===== src/rtl/out_range_fmt_pkg.sv =====
package out_range_fmt_pkg;
    localparam int PIX_W = 12;
    localparam int N_CH  = 3;
    localparam int BUS_W = PIX_W * N_CH;

    typedef enum logic [2:0] {
        FMT_FULL  = 3'd0,
        FMT_D8    = 3'd1,
        FMT_D10   = 3'd2,
        FMT_D12   = 3'd3
    } clamp_fmt_e;

    typedef logic [PIX_W-1:0] chan_t;

    // source depth for a limited-range code; 0 means no limiting
    function automatic int fmt_depth(input logic [2:0] code);
        case (code)
            FMT_D8:  return PIX_W - 4;
            FMT_D10: return PIX_W - 2;
            FMT_D12: return PIX_W;
            default: return 0;
        endcase
    endfunction

    function automatic chan_t lim_lo(input logic [2:0] code);
        int v;
        v = 16 << (PIX_W - 8);
        if (fmt_depth(code) == 0) v = 0;
        return v[PIX_W-1:0];
    endfunction

    // top code scaled to depth d, unused low bits filled with ones
    function automatic chan_t lim_hi(input logic [2:0] code, input logic chroma);
        int d;
        int top;
        int v;
        d   = fmt_depth(code);
        top = chroma ? 240 : 235;
        if (d == 0) v = (1 << PIX_W) - 1;
        else        v = (((top << (d - 8)) + 1) << (PIX_W - d)) - 1;
        return v[PIX_W-1:0];
    endfunction
endpackage


===== src/rtl/out_range_fmt_expand.sv =====
module out_range_fmt_expand
    import out_range_fmt_pkg::*;
#(
    parameter int W = PIX_W
) (
    input  logic [W-1:0] din,
    input  logic         en,
    input  logic         mode,
    output logic [W-1:0] dout
);
    localparam int GAP8  = 4;
    localparam int GAP10 = 2;

    always_comb begin
        if (!en)
            dout = din;
        else if (mode)
            dout = {din[W-1:GAP8], din[W-1:W-GAP8]};
        else
            dout = {din[W-1:GAP10], din[W-1:W-GAP10]};
    end
endmodule


===== src/rtl/out_range_fmt_clamp.sv =====
module out_range_fmt_clamp
    import out_range_fmt_pkg::*;
(
    input  chan_t       din,
    input  logic        en,
    input  logic [2:0]  code,
    input  logic        chroma,
    output chan_t       dout
);
    chan_t lo;
    chan_t hi;
    logic  active;

    always_comb begin
        lo     = lim_lo(code);
        hi     = lim_hi(code, chroma);
        active = en && (fmt_depth(code) != 0);
        if (!active)       dout = din;
        else if (din < lo) dout = lo;
        else if (din > hi) dout = hi;
        else               dout = din;
    end
endmodule


===== src/rtl/out_range_fmt.sv =====
module out_range_fmt
    import out_range_fmt_pkg::*;
(
    input  logic             clk,
    input  logic             rst_n,
    input  logic             in_valid,
    input  logic [BUS_W-1:0] in_pix,
    input  logic             clamp_en,
    input  logic [2:0]       clamp_fmt,
    input  logic             exp_en,
    input  logic             exp_mode,
    input  logic             ycc_sel,
    output logic             out_valid,
    output logic [BUS_W-1:0] out_pix
);
    localparam int LUMA_CH = 1;

    logic [BUS_W-1:0] exp_bus;
    logic [BUS_W-1:0] clp_bus;

    for (genvar g = 0; g < N_CH; g++) begin : g_ch
        localparam bit IS_CHROMA = (g != LUMA_CH);

        out_range_fmt_expand #(.W(PIX_W)) u_exp (
            .din  (in_pix[g*PIX_W +: PIX_W]),
            .en   (exp_en),
            .mode (exp_mode),
            .dout (exp_bus[g*PIX_W +: PIX_W])
        );

        out_range_fmt_clamp u_clp (
            .din    (exp_bus[g*PIX_W +: PIX_W]),
            .en     (clamp_en),
            .code   (clamp_fmt),
            .chroma (ycc_sel & IS_CHROMA),
            .dout   (clp_bus[g*PIX_W +: PIX_W])
        );
    end

    always_ff @(posedge clk or negedge rst_n) begin
        if (!rst_n)
            out_valid <= 1'b0;
        else
            out_valid <= in_valid;
    end

    always_ff @(posedge clk or negedge rst_n) begin
        if (!rst_n)
            out_pix <= '0;
        else if (in_valid)
            out_pix <= clp_bus;
    end
endmodule


===== config.mk =====
export PLATFORM = sky130hd
export DESIGN_NAME = out_range_fmt
export DESIGN_NICKNAME = d
export VERILOG_FILES = /design/src/rtl/out_range_fmt_pkg.sv /design/src/rtl/out_range_fmt_expand.sv /design/src/rtl/out_range_fmt_clamp.sv /design/src/rtl/out_range_fmt.sv
export SDC_FILE = /design/constraint.sdc
export NUM_CORES = 1
export LEC_CHECK = 0
export BUFFER_PORTS_ARGS = -buffer_cell sky130_fd_sc_hd__buf_2
export CAP_MARGIN = 20
export CELL_PAD_IN_SITES_DETAIL_PLACEMENT = 1
export CELL_PAD_IN_SITES_GLOBAL_PLACEMENT = 1
export CORE_UTILIZATION = 41
export CTS_BUF_LIST = sky130_fd_sc_hd__clkbuf_4 sky130_fd_sc_hd__clkbuf_8
export DETAILED_ROUTE_END_ITERATION = 16
export GPL_ROUTABILITY_DRIVEN = 0
export PLACE_DENSITY = 0.85
export SLEW_MARGIN = 20
export SYNTH_ARGS = -nofsm -noshare
export SYNTH_HDL_FRONTEND = slang
export SYNTH_SLANG_ARGS = --single-unit

===== constraint.sdc =====
create_clock -name clk -period 1.1 [get_ports clk]
set_input_delay 0.165 -clock clk [delete_from_list [all_inputs] [get_ports clk]]
set_output_delay 0.165 -clock clk [all_outputs]
set_load 0.02 [all_outputs]

==> impl_metrics.py <==
metrics = {
    "placed_design": {
        "dp_hpwl_um": 10310,
        "place.port_buffers": 82,
    },
    "global_route": {
        "busiest_layer": "met2",
        "grt.overflow.total": 0,
        "grt_max_degree": 38,
        "grtUsageMet2_pct": 74.27,
        "use_met1_pct": 47.45,
        "antenna_found_initial": 1,
        "grt_pass1_vias": 4352,
        "grt_pass1_wl_um": 24810,
        "use_met3_pct": 10.53,
        "grtUsageTotal_pct": 43.66,
    },
    "yosys": {
        "seq_area_frac_synth_pct": 29.91,
        "yosys_warnings": 0,
        "async_flop_share_pct": 100.0,
        "synth_top_area_cell": "dfrtp_1",
        "synth.distinct_cells": 63,
        "synth_top_area_share_pct": 29.91,
        "synth_area_leaders": "dfrtp_1 30%, ha_1 14%, a21oi_1 4.5%",
        "ys_seq_elements": 37,
        "syn_area_per_cell_sq_um": 8.998,
        "synth_enable_flop_cells": 0,
        "ys.flop_type": "dfrtp_1",
        "netlist_top_cells_count": "37 x dfrtp_1, 35 x ha_1, 28 x a21oi_1",
        "syn_inst": 344,
        "synth.cell_area_sq_um": 3095,
        "synth_most_common_cell": "dfrtp_1",
    },
    "die": {
        "die_y_um": 88.89,
        "chipWidth_um": 88.89,
        "dieArea_sq_um": 7901,
        "start_util_pct": 42.45,
        "pin_count": 83,
        "core-area_sq_um": 7292,
        "rows": 31,
    },
    "power": {
        "p_leak_nw": 2.515,
        "powerDensity_nw_per_um2": 1044,
        "fin_total_pwr_mw": 5.574,
        "ir_drop_uv": 1085,
    },
    "setup_path": {
        "crit_end": "out_pix[28]$_DFFE_PN0P_",
        "cp.arrival_ns": 3.75,
        "critPathKind": "in -> reg",
        "end_kind": "flop",
        "r2r.worst_path.cells": 3,
        "critPathLaunch": "clamp_fmt[2]",
        "worst-path-max-fanout": 4,
        "timing.critical_path.required_ns": 1.34,
        "r2r_end": "out_pix[12]$_DFFE_PN0P_",
        "rr_startpoint": "out_pix[12]$_DFFE_PN0P_",
        "reg2reg_slack_ns": -0.20,
        "critPathLaunchType": "input pin",
    },
    "clock_tree": {
        "cts.path.max_buffers": 2,
        "cts_buffers": 5,
        "clk-insertion-delay-late_ns": 0.32,
        "clockRootBuffer": "clkbuf_8",
        "clkTransAtPathRegs_ns": 0.08,
        "clock-sinks": 37,
        "htree_levels": 2,
        "cts_tree": "yes",
    },
    "sta": {
        "fmax_ghz": 0.2844,
        "setup_ws_ns": -2.416,
        "tightest_slew_ns": 0.5609,
        "hold_viol": 0,
        "slew_headroom_pct": 62.47,
        "period_share_pct": 319.6,
        "setup_viol": 36,
        "final.setup_skew_ns": 0,
        "rsz0062_at_grt": "yes",
        "period_needed_ns": 3.516,
        "maxSlewViolCount": 0,
    },
    "final_layout": {
        "fin_nets": 625,
        "area_growth_pct": 72.51,
        "final_util_pct": 73.23,
        "fillers": 771,
        "regArea_sq_um": 925.9,
        "multi_input_area_sq_um": 2610,
        "drive_gt1_share_pct": 57.43,
    },
    "outcome": {
        "outcome": "finished with violations",
        "violations": "negative setup slack",
    },
    "detailed_routing": {
        "drt_iter0_drc": 441,
        "firstDrtPassIters": 5,
        "drt-vias-per-instance": 7.080,
        "vias": 4574,
        "wl_um": 21900,
        "ant_nets": 0,
        "post_drt_wl_per_cell_um": 33.90,
        "drc": 0,
    },
    "worst_hold_path": {
        "hold_start": "in_pix[29]",
        "hp-class": "in -> reg",
    },
    "job": {
        "drv_cap": 0,
    },
}
[per-stage QoR]
| stage | area, sq um | hold WS, ns | setup WS (ns) | setup TNS (ns) | cells |
|---|---|---|---|---|---|
| after floorplan | 3197 | -0.1306 | -2.124 | -58.40 | 348 |
| after global placement | 4337 | 0.1432 | -2.156 | -62.95 | 607 |
| after detailed placement | 4337 | 0.1473 | -2.420 | -70.40 | 607 |
| after CTS | 4918 | 0.1083 | -1.922 | -54.59 | 628 |
| after global routing | 5335 | 0.09844 | -2.577 | -71.01 | 644 |
| final | 5340 | 0.08459 | -2.416 | -66.74 | 646 |
[kinds of logic after synthesis]
logic type      share of synthesized area (%)
compound gates                          23.65
buf+inv                                 4.890
fa+ha+maj                               14.15
other cells                            0.1211
simple gates                            20.53
xor+xnor                               0.2830
mux                                     6.468
flops                                   29.91
[cells in the final DEF (no fill, tap or decap), types with 5 or more instances in the layout]
| cell | count |
|---|---|
| a21o_1 | 6 |
| conb_1 | 5 |
| inv_1 | 13 |
| nor2_1 | 18 |
| nand3_1 | 10 |
| buf_4 | 101 |
| ha_1 | 25 |
| nand2b_1 | 9 |
| nand4_1 | 5 |
| ha_4 | 10 |
| a21oi_1 | 10 |
| buf_2 | 79 |
| mux2_2 | 7 |
| nor2b_1 | 6 |
| dfrtp_1 | 37 |
| o21ai_0 | 6 |
| clkbuf_8 | 5 |
| mux2i_1 | 10 |
| nand2_1 | 24 |
| a21oi_2 | 16 |
| buf_6 | 18 |
[layer usage]
metal / vias to the layer above / wire length [um]
li1: 1688 / -
met1: 2188 / 7425
met2: 469 / 9880
met3: 227 / 2379
met4: 2 / 2172
met5: - / 43
[what timing repair did]
item / in CTS / in global routing
pin swaps: 37 / 35
gates cloned: 0 / 0
hold buffers: 1 / 0
setup endpoints to repair: 34 / 35
buffers inserted: 12 / 17
gates resized for setup: 69 / 53
endpoints found under the hold margin: 37 / 0
[worst max-delay path, stage by stage]
cell	delay, ns
buf_8	0.10
or2b_4	0.27
nor3_4	0.16
buf_6	0.14
ha_4	0.15
nor4bb_4	0.39
o31ai_2	0.16
a21oi_2	0.31
buf_4	0.20
ha_4	0.21
nand4_1	0.17
o31ai_2	0.09
a21oi_2	0.37
o31ai_4	0.18
buf_6	0.16
buf_6	0.11
o31a_1	0.23
o2bb2ai_1	0.17
[worst min path at each step]
stage	depth (start not counted)	to
after floorplan	0	out_pix[0]$_DFFE_PN0P_
after global placement	2	out_pix[22]$_DFFE_PN0P_
after detailed placement	2	out_pix[22]$_DFFE_PN0P_
after CTS	2	out_pix[29]$_DFFE_PN0P_
after global routing	2	out_pix[29]$_DFFE_PN0P_
final	2	out_pix[29]$_DFFE_PN0P_
[sequential cells by signal (all words and copies together), names as in the netlist]
name and count:
out_pix 36, out_valid 1
[report_power, final]
group | total, mW | leakage (nW) | switching, mW | internal [mW]
Combinational | 2.40 | 2.01 | 1.43 | 0.979
Clock | 1.54 | 0.0688 | 0.626 | 0.914
Sequential | 1.63 | 0.433 | 0.122 | 1.51
Total | 5.57 | 2.52 | 2.17 | 3.40
[cell type report]
cell class	count	area share, %
Clock buffer	5	1.289
Inverter	17	1.476
Antenna cell	2	0.09372
Sequential cell	37	17.34
Tap cell	99	2.320
Multi-Input combinational cell	278	48.88
Clock inverter	3	1.289
Timing Repair Buffer	205	27.32
(Power assumes the default switching activity.)
